**src/rtl/tq_pkg.sv**
```systemverilog
package tq_pkg;
   localparam int TQ_DEF_DEPTH = 8;
   localparam int TQ_DEF_SW_W  = 8;
   localparam int TQ_DEF_HW_W  = 6;

   typedef enum logic [1:0] {
      TQ_OP_LOAD   = 2'd0,
      TQ_OP_UPDATE = 2'd1,
      TQ_OP_COUNT  = 2'd2,
      TQ_OP_LOAD2  = 2'd3
   } tq_op_e;
endpackage

```
**src/rtl/tq_prio_enc.sv**
```systemverilog
module tq_prio_enc #(
   parameter  int N     = 8,
   localparam int IDX_W = $clog2(N)
) (
   input  logic [N-1:0]     vec,
   output logic [IDX_W-1:0] idx,
   output logic             found
);
   always_comb begin
      idx   = '0;
      found = 1'b0;
      for (int i = N - 1; i >= 0; i--) begin
         if (vec[i]) begin
            idx   = IDX_W'(i);
            found = 1'b1;
         end
      end
   end
endmodule

```
**src/rtl/tq_popcount.sv**
```systemverilog
module tq_popcount #(
   parameter  int N     = 8,
   localparam int CNT_W = $clog2(N + 1)
) (
   input  logic [N-1:0]     vec,
   output logic [CNT_W-1:0] cnt
);
   always_comb begin
      cnt = '0;
      for (int i = 0; i < N; i++) cnt = cnt + CNT_W'(vec[i]);
   end
endmodule

```
**src/rtl/tq_match.sv**
```systemverilog
module tq_match #(
   parameter int DEPTH  = 8,
   parameter int FKEY_W = 8,
   parameter int VKEY_W = 14
) (
   input  logic [DEPTH-1:0]        vld,
   input  logic [DEPTH*FKEY_W-1:0] fkey_flat,
   input  logic [DEPTH*VKEY_W-1:0] vkey_flat,
   input  logic [FKEY_W-1:0]       fpat,
   input  logic [FKEY_W-1:0]       fmask,
   input  logic [VKEY_W-1:0]       vpat,
   input  logic [VKEY_W-1:0]       vmask,
   output logic [DEPTH-1:0]        hit
);
   generate
      for (genvar s = 0; s < DEPTH; s++) begin : g_slot
         logic f_ok, v_ok;
         assign f_ok   = ~|((fkey_flat[s*FKEY_W +: FKEY_W] ^ fpat) & fmask);
         assign v_ok   = ~|((vkey_flat[s*VKEY_W +: VKEY_W] ^ vpat) & vmask);
         assign hit[s] = vld[s] & f_ok & v_ok;
      end
   endgenerate
endmodule

```
**src/rtl/tq_age_order.sv**
```systemverilog
module tq_age_order #(
   parameter  int DEPTH = 8,
   localparam int IDX_W = $clog2(DEPTH)
) (
   input  logic             clk,
   input  logic             rst_n,
   input  logic             alloc_en,
   input  logic [IDX_W-1:0] alloc_idx,
   input  logic [DEPTH-1:0] req,
   output logic [DEPTH-1:0] oldest_oh
);
   // before_q[a][b] set: slot a entered the queue ahead of slot b
   logic [DEPTH-1:0] before_q [DEPTH];

   always_ff @(posedge clk or negedge rst_n) begin
      if (!rst_n) begin
         for (int a = 0; a < DEPTH; a++) before_q[a] <= '0;
      end else if (alloc_en) begin
         for (int a = 0; a < DEPTH; a++) begin
            if (IDX_W'(a) == alloc_idx) before_q[a] <= '0;
            else                        before_q[a][alloc_idx] <= 1'b1;
         end
      end
   end

   generate
      for (genvar b = 0; b < DEPTH; b++) begin : g_col
         logic [DEPTH-1:0] beaten;
         for (genvar a = 0; a < DEPTH; a++) begin : g_row
            assign beaten[a] = req[a] & before_q[a][b];
         end
         assign oldest_oh[b] = req[b] & ~|beaten;
      end
   endgenerate
endmodule

```
**src/rtl/tq_assoc_queue.sv**
```systemverilog
module tq_assoc_queue
   import tq_pkg::*;
#(
   parameter  int DEPTH   = TQ_DEF_DEPTH,
   parameter  int FKEY_W  = 8,
   parameter  int SW_W    = TQ_DEF_SW_W,
   parameter  int HW_W    = TQ_DEF_HW_W,
   parameter  int COORD_W = 24,
   localparam int VKEY_W  = SW_W + HW_W,
   localparam int IDX_W   = $clog2(DEPTH),
   localparam int CNT_W   = $clog2(DEPTH + 1)
) (
   input  logic                    clk,
   input  logic                    rst_n,
   input  logic                    enq_valid,
   output logic                    enq_ready,
   input  logic [FKEY_W-1:0]       enq_fkey,
   input  logic [COORD_W-1:0]      enq_coord,
   input  logic [SW_W-1:0]         dram_state,
   input  logic [DEPTH*HW_W-1:0]   hw_flags,
   input  logic                    srch_valid,
   input  logic [1:0]              srch_op,
   input  logic [FKEY_W-1:0]       srch_fpat,
   input  logic [FKEY_W-1:0]       srch_fmask,
   input  logic [VKEY_W-1:0]       srch_vpat,
   input  logic [VKEY_W-1:0]       srch_vmask,
   input  logic [SW_W-1:0]         upd_sw,
   input  logic [COORD_W-1:0]      upd_coord,
   input  logic                    inv_valid,
   input  logic [IDX_W-1:0]        inv_idx,
   output logic                    rsp_valid,
   output logic                    rsp_miss,
   output logic [IDX_W-1:0]        rsp_idx,
   output logic [FKEY_W-1:0]       rsp_fkey,
   output logic [VKEY_W-1:0]       rsp_vkey,
   output logic [COORD_W-1:0]      rsp_coord,
   output logic [CNT_W-1:0]        rsp_count
);
   generate
      if (DEPTH < 2)   begin : g_bad_depth $error("tq_assoc_queue: DEPTH must be at least 2"); end
      if (FKEY_W < 1)  begin : g_bad_fkey  $error("tq_assoc_queue: FKEY_W must be positive"); end
      if (SW_W < 1)    begin : g_bad_sw    $error("tq_assoc_queue: SW_W must be positive"); end
      if (HW_W < 1)    begin : g_bad_hw    $error("tq_assoc_queue: HW_W must be positive"); end
      if (COORD_W < 1) begin : g_bad_coord $error("tq_assoc_queue: COORD_W must be positive"); end
   endgenerate

   logic [DEPTH-1:0]        vld_q;
   logic [FKEY_W-1:0]       fkey_q  [DEPTH];
   logic [SW_W-1:0]         sw_q    [DEPTH];
   logic [COORD_W-1:0]      coord_q [DEPTH];

   logic [DEPTH*FKEY_W-1:0] fkey_flat;
   logic [DEPTH*VKEY_W-1:0] vkey_flat;
   logic [DEPTH-1:0]        hit, oldest_oh;
   logic [IDX_W-1:0]        free_idx, sel_idx;
   logic                    free_any, sel_any;
   logic [CNT_W-1:0]        hit_cnt;
   logic                    enq_fire, upd_fire, inv_fire;

   generate
      for (genvar s = 0; s < DEPTH; s++) begin : g_flat
         assign fkey_flat[s*FKEY_W +: FKEY_W] = fkey_q[s];
         assign vkey_flat[s*VKEY_W +: VKEY_W] = {hw_flags[s*HW_W +: HW_W], sw_q[s]};
      end
   endgenerate

   tq_prio_enc #(.N(DEPTH)) u_free (
      .vec   (~vld_q),
      .idx   (free_idx),
      .found (free_any)
   );

   tq_match #(.DEPTH(DEPTH), .FKEY_W(FKEY_W), .VKEY_W(VKEY_W)) u_match (
      .vld       (vld_q),
      .fkey_flat (fkey_flat),
      .vkey_flat (vkey_flat),
      .fpat      (srch_fpat),
      .fmask     (srch_fmask),
      .vpat      (srch_vpat),
      .vmask     (srch_vmask),
      .hit       (hit)
   );

   tq_age_order #(.DEPTH(DEPTH)) u_age (
      .clk       (clk),
      .rst_n     (rst_n),
      .alloc_en  (enq_fire),
      .alloc_idx (free_idx),
      .req       (hit),
      .oldest_oh (oldest_oh)
   );

   tq_prio_enc #(.N(DEPTH)) u_sel (
      .vec   (oldest_oh),
      .idx   (sel_idx),
      .found (sel_any)
   );

   tq_popcount #(.N(DEPTH)) u_cnt (
      .vec (hit),
      .cnt (hit_cnt)
   );

   assign enq_ready = free_any;
   assign enq_fire  = enq_valid & free_any;
   assign upd_fire  = srch_valid & (tq_op_e'(srch_op) == TQ_OP_UPDATE) & sel_any;
   assign inv_fire  = inv_valid & (int'(inv_idx) < DEPTH);

   always_ff @(posedge clk or negedge rst_n) begin
      if (!rst_n) begin
         vld_q <= '0;
         for (int s = 0; s < DEPTH; s++) begin
            fkey_q[s]  <= '0;
            sw_q[s]    <= '0;
            coord_q[s] <= '0;
         end
      end else begin
         if (enq_fire) begin
            vld_q[free_idx]   <= 1'b1;
            fkey_q[free_idx]  <= enq_fkey;
            sw_q[free_idx]    <= dram_state;
            coord_q[free_idx] <= enq_coord;
         end
         if (upd_fire) begin
            sw_q[sel_idx]    <= upd_sw;
            coord_q[sel_idx] <= upd_coord;
         end
         if (inv_fire) vld_q[inv_idx] <= 1'b0;
      end
   end

   always_ff @(posedge clk or negedge rst_n) begin
      if (!rst_n) begin
         rsp_valid <= 1'b0;
         rsp_miss  <= 1'b0;
         rsp_idx   <= '0;
         rsp_fkey  <= '0;
         rsp_vkey  <= '0;
         rsp_coord <= '0;
         rsp_count <= '0;
      end else begin
         rsp_valid <= srch_valid;
         if (srch_valid) begin
            rsp_miss  <= ~sel_any;
            rsp_count <= hit_cnt;
            rsp_idx   <= sel_any ? sel_idx : '0;
            rsp_fkey  <= sel_any ? fkey_q[sel_idx] : '0;
            rsp_vkey  <= sel_any ? vkey_flat[sel_idx*VKEY_W +: VKEY_W] : '0;
            rsp_coord <= sel_any ? coord_q[sel_idx] : '0;
         end
      end
   end
endmodule

```
**config.mk**
```make
export PLATFORM = sky130hd
export DESIGN_NAME = tq_assoc_queue
export DESIGN_NICKNAME = d
export VERILOG_FILES = /design/src/rtl/tq_pkg.sv /design/src/rtl/tq_prio_enc.sv /design/src/rtl/tq_popcount.sv /design/src/rtl/tq_match.sv /design/src/rtl/tq_age_order.sv /design/src/rtl/tq_assoc_queue.sv
export SDC_FILE = /design/constraint.sdc
export NUM_CORES = 1
export LEC_CHECK = 0
export BUFFER_PORTS_ARGS = -buffer_cell sky130_fd_sc_hd__buf_2
export CAP_MARGIN = 10
export CORE_ASPECT_RATIO = 0.9
export CORE_MARGIN = 2
export CORE_UTILIZATION = 55
export DETAILED_ROUTE_END_ITERATION = 12
export PLACE_DENSITY = 0.84
export SETUP_SLACK_MARGIN = 0.15
export SLEW_MARGIN = 20
export SYNTH_ARGS = -nofsm -noshare
export SYNTH_HDL_FRONTEND = slang
export SYNTH_SLANG_ARGS = --single-unit
```
**constraint.sdc**
```tcl
create_clock -name clk -period 5.1 [get_ports clk]
set_input_delay 0.255 -clock clk [delete_from_list [all_inputs] [get_ports clk]]
set_output_delay 0.255 -clock clk [all_outputs]
set_load 0.02 [all_outputs]
```
==> impl_metrics.tcl <==
set metrics [dict create \
    p_seq_share_pct 42.6 \
    place_area_um2 26900 \
    hp-class "in2reg" \
    drc 0 \
    worstSetupEndpointType "flip-flop" \
    rsz0062_at_grt "no" \
    first_iter_violations 4322 \
    seq_area_frac_synth_pct 44.2 \
    slowest_stage "or2_4" \
    synth-seq-cells 447 \
    final_layout_size_suffix_gt1_share_pct 19.1 \
    status "complete, no violations" \
    synth_top_area_share_pct 44.2 \
    yosysTopAreaCell "dfrtp_1" \
    antenna_found_initial 7 \
    drtPass1Iterations 7 \
    route.detailed.wl_per_inst_um 27.3 \
    crit_path_cell_trace "xor2_1 > a22oi_1 > nand4_1 > nor4bb_1 > buf_4 > nor3b_1 > nand4_1 > nand2b_1 > or2_4 > buf_4 > o22ai_1 > or4_1 > o211ai_1" \
    clkSinkCount 447 \
    worstReg2RegStart "sw_q[52]" \
    holdPathEnd "rsp_vkey[10]" \
    slew_headroom_pct 23.6 \
    cts_buffers 48 \
    layout.nets 3213 \
    multi_input_comb_area_um2 12900 \
    row_count 74 \
    io_pins 230 \
    root_buffer "clkbuf_16" \
    syn_inst 2898 \
    fin_skew_ns 0.0201 \
    grt_overflow 0 \
    max_stage_delay_ns 0.55 \
    yosys_warnings 0 \
    final_common_cell "nand2_1" \
    htreeDepth 2 \
    yosysUniqueCellTypes 69 \
    min_period_ns 4.70 \
    worst_r2r_path_depth 13 \
    hp-start "hw_flags[2]" \
    powerDensity_nw_per_um2 483 \
    grt_pass1_vias 25300 \
    regArea_um2 11200 \
    critPathKind "reg2reg" \
    worstMarginPinSlew_ns 1.14 \
    area_growth_pct 16.1 \
    fp.dieH_um 208 \
    r2r-end "rsp_coord[11]" \
    power_frac_clock_pct 28.6 \
    synth_ff_type "dfrtp_1" \
    worstPathRequired_ns 5.64 \
    async_flop_share_pct 100 \
    clk_path_buf_depth 3 \
    finalSetupTns_ns 0 \
    fin_crit_sh_pct 92.2 \
    crit_buf_inv 2 \
    final_cell_mix "nand2_1 (744), dfrtp_1 (447), nor2_1 (237), buf_2 (228), nor4_1 (185)" \
    die_w_um 230 \
    grt_start_max_net_pins 147 \
    final_util_pct 64.8 \
    netlist_area_um2 25300 \
    coreArea_um2 45400 \
    reg2reg_slack_ns 0.40 \
    syn-num-nets 3079 \
    design.die.area_um2 47800 \
    synth-edff-count 0 \
    cp_max_fo 27 \
    maxCapViolCount 0 \
    num_vias 25400 \
    cp-start-kind "flip-flop" \
    antenna_left 0 \
    swShare_pct 36.3 \
    cts_setup_buffers 0 \
    worstHoldPathCells 3 \
    final-hold-violation-count 0 \
    finalSetupViolCount 0 \
    synth_area_leaders "dfrtp_1 (44%), nand2_1 (11%), mux2_2 (7.0%), xor2_1 (6.1%), nor4_1 (4.6%)" \
    syn_avg_cell_area_um2 8.74 \
    grtUsageTotal_pct 41.3 \
    slew_viol_final 0 \
    grt_pass1_wl_um 151000 \
    wirelength_um 101000 \
    combPwrFrac_pct 28.8 \
    arrival_ns 5.24 \
    ir_drop_mv 0.320 \
    worst_slack_ns 0.395 \
    avgViaCountPerCell 6.89 \
    p_leak_nw 13.7 \
    dp_slack_ns 0.551 \
    routabilityCongestion 1.05 \
    worst_skew_pair.late_latency_ns 0.63 \
    worst_path_dominant_cell_family "simple AND/OR/NAND/NOR gates" \
    final_area_um2 29400 \
    hold_ws_ns 0.0128 \
    portBuffers 229 \
    start_util_pct 55.8 \
    p_int_w 0.00904 \
    clkSlewWorstSetupHoldPaths_ns 0.07 \
    max_freq_ghz 0.213 \
    post-dp-hpwl_um 63300 \
    cts_tree "built" \
    switchingPower_w 0.00515 \
    num-fill-cells 3569 \
]
[metrics by stage]
| stage | power (W) | cells |
|---|---|---|
| floorplan | 0.00839 | 2898 |
| global placement | 0.00961 | 3523 |
| detailed placement | 0.00987 | 3523 |
| CTS | 0.0140 | 3680 |
| global route | 0.0147 | 3684 |
| finish | 0.0142 | 3685 |
[worst min-delay path: cells and delay by family]
family | cells | cell delay (ns)
AO/OA/AOI/OAI | 2 | 0.25
buffers and inverters | 1 | 0.10
[timing repair]
| item | 4_1_cts | 5_1_grt |
|---|---|---|
| hold endpoints to repair | 341 | 0 |
| hold buffers | 67 | 0 |
| resized for setup | 0 | 1 |
| setup endpoints to repair | 0 | 1 |
[sequential cells by signal, summed over array words and instances (netlist names), 8 cells and up]
signal / flops
coord_q: 192
fkey_flat: 64
rsp_coord: 24
rsp_fkey: 8
rsp_vkey: 14
sw_q: 64
u_age.before_q: 64
vld_q: 8
[synthesized netlist by cell type (all sizes together) (19+ instances only)]
cell	instances
a22oi	87
or4	19
mux2	171
nor4	185
a31oi	132
inv	44
xor2	176
nor2	240
nand4	28
dfrtp	447
o22ai	66
clkbuf	214
a211o	24
nand2	746
buf	77
o221ai	35
o22a	22
[final cells by class]
type                       count  area share, %
tap                          608           2.59
antenna                        5         0.0426
multi-input combinational   2116           43.7
clock inverter                26           1.52
clock buffer                  64           4.63
inverter                      44          0.562
sequential                   447           38.1
timing repair buffer         375           8.87
[how the worst max path moves through the flow]
stage / start / end / slack (ns) / depth (start not counted)
2_1_floorplan: srch_vpat[2] / rsp_count[1] / 0.93 / 14
4_1_cts: sw_q[50] / rsp_coord[11] / 0.57 / 13
5_1_grt: fkey_flat[50] / coord_q[105] / 0.25 / 14
6_report: sw_q[52] / rsp_coord[11] / 0.40 / 13
3_5_place_dp: srch_vpat[9] / coord_q[105] / 0.55 / 15
3_3_place_gp: srch_vpat[10] / rsp_coord[11] / 0.65 / 14
[routing by layer]
layer	global-route usage (%)	wire length, um	up-vias
met5	0	12	-
met4	24.3	6790	2
met3	11.5	14800	544
met2	62.2	43500	2345
met1	53.4	35500	12100
li1	-	-	10400
[logic make-up after synthesis]
logic type,Yosys count,share of synthesized area [%]
XOR/XNOR,177,6.12
multiplexers,172,7.65
AO/OA/AOI/OAI,451,12.8
flip-flops,447,44.2
AND/OR/NAND/NOR,1309,23.2
buffers and inverters,335,5.57
adder cells (fa/ha/maj),7,0.465
[power groups by stage]
stage	clock network, W	registers (W)	logic [W]
floorplan	0	0.00566	0.00273
global placement	0	0.00594	0.00367
detailed placement	0	0.00601	0.00385
CTS	0.00403	0.00597	0.00395
global route	0.00417	0.00614	0.00441
finish	0.00405	0.00604	0.00409
Power figures use the tool's default switching activity.
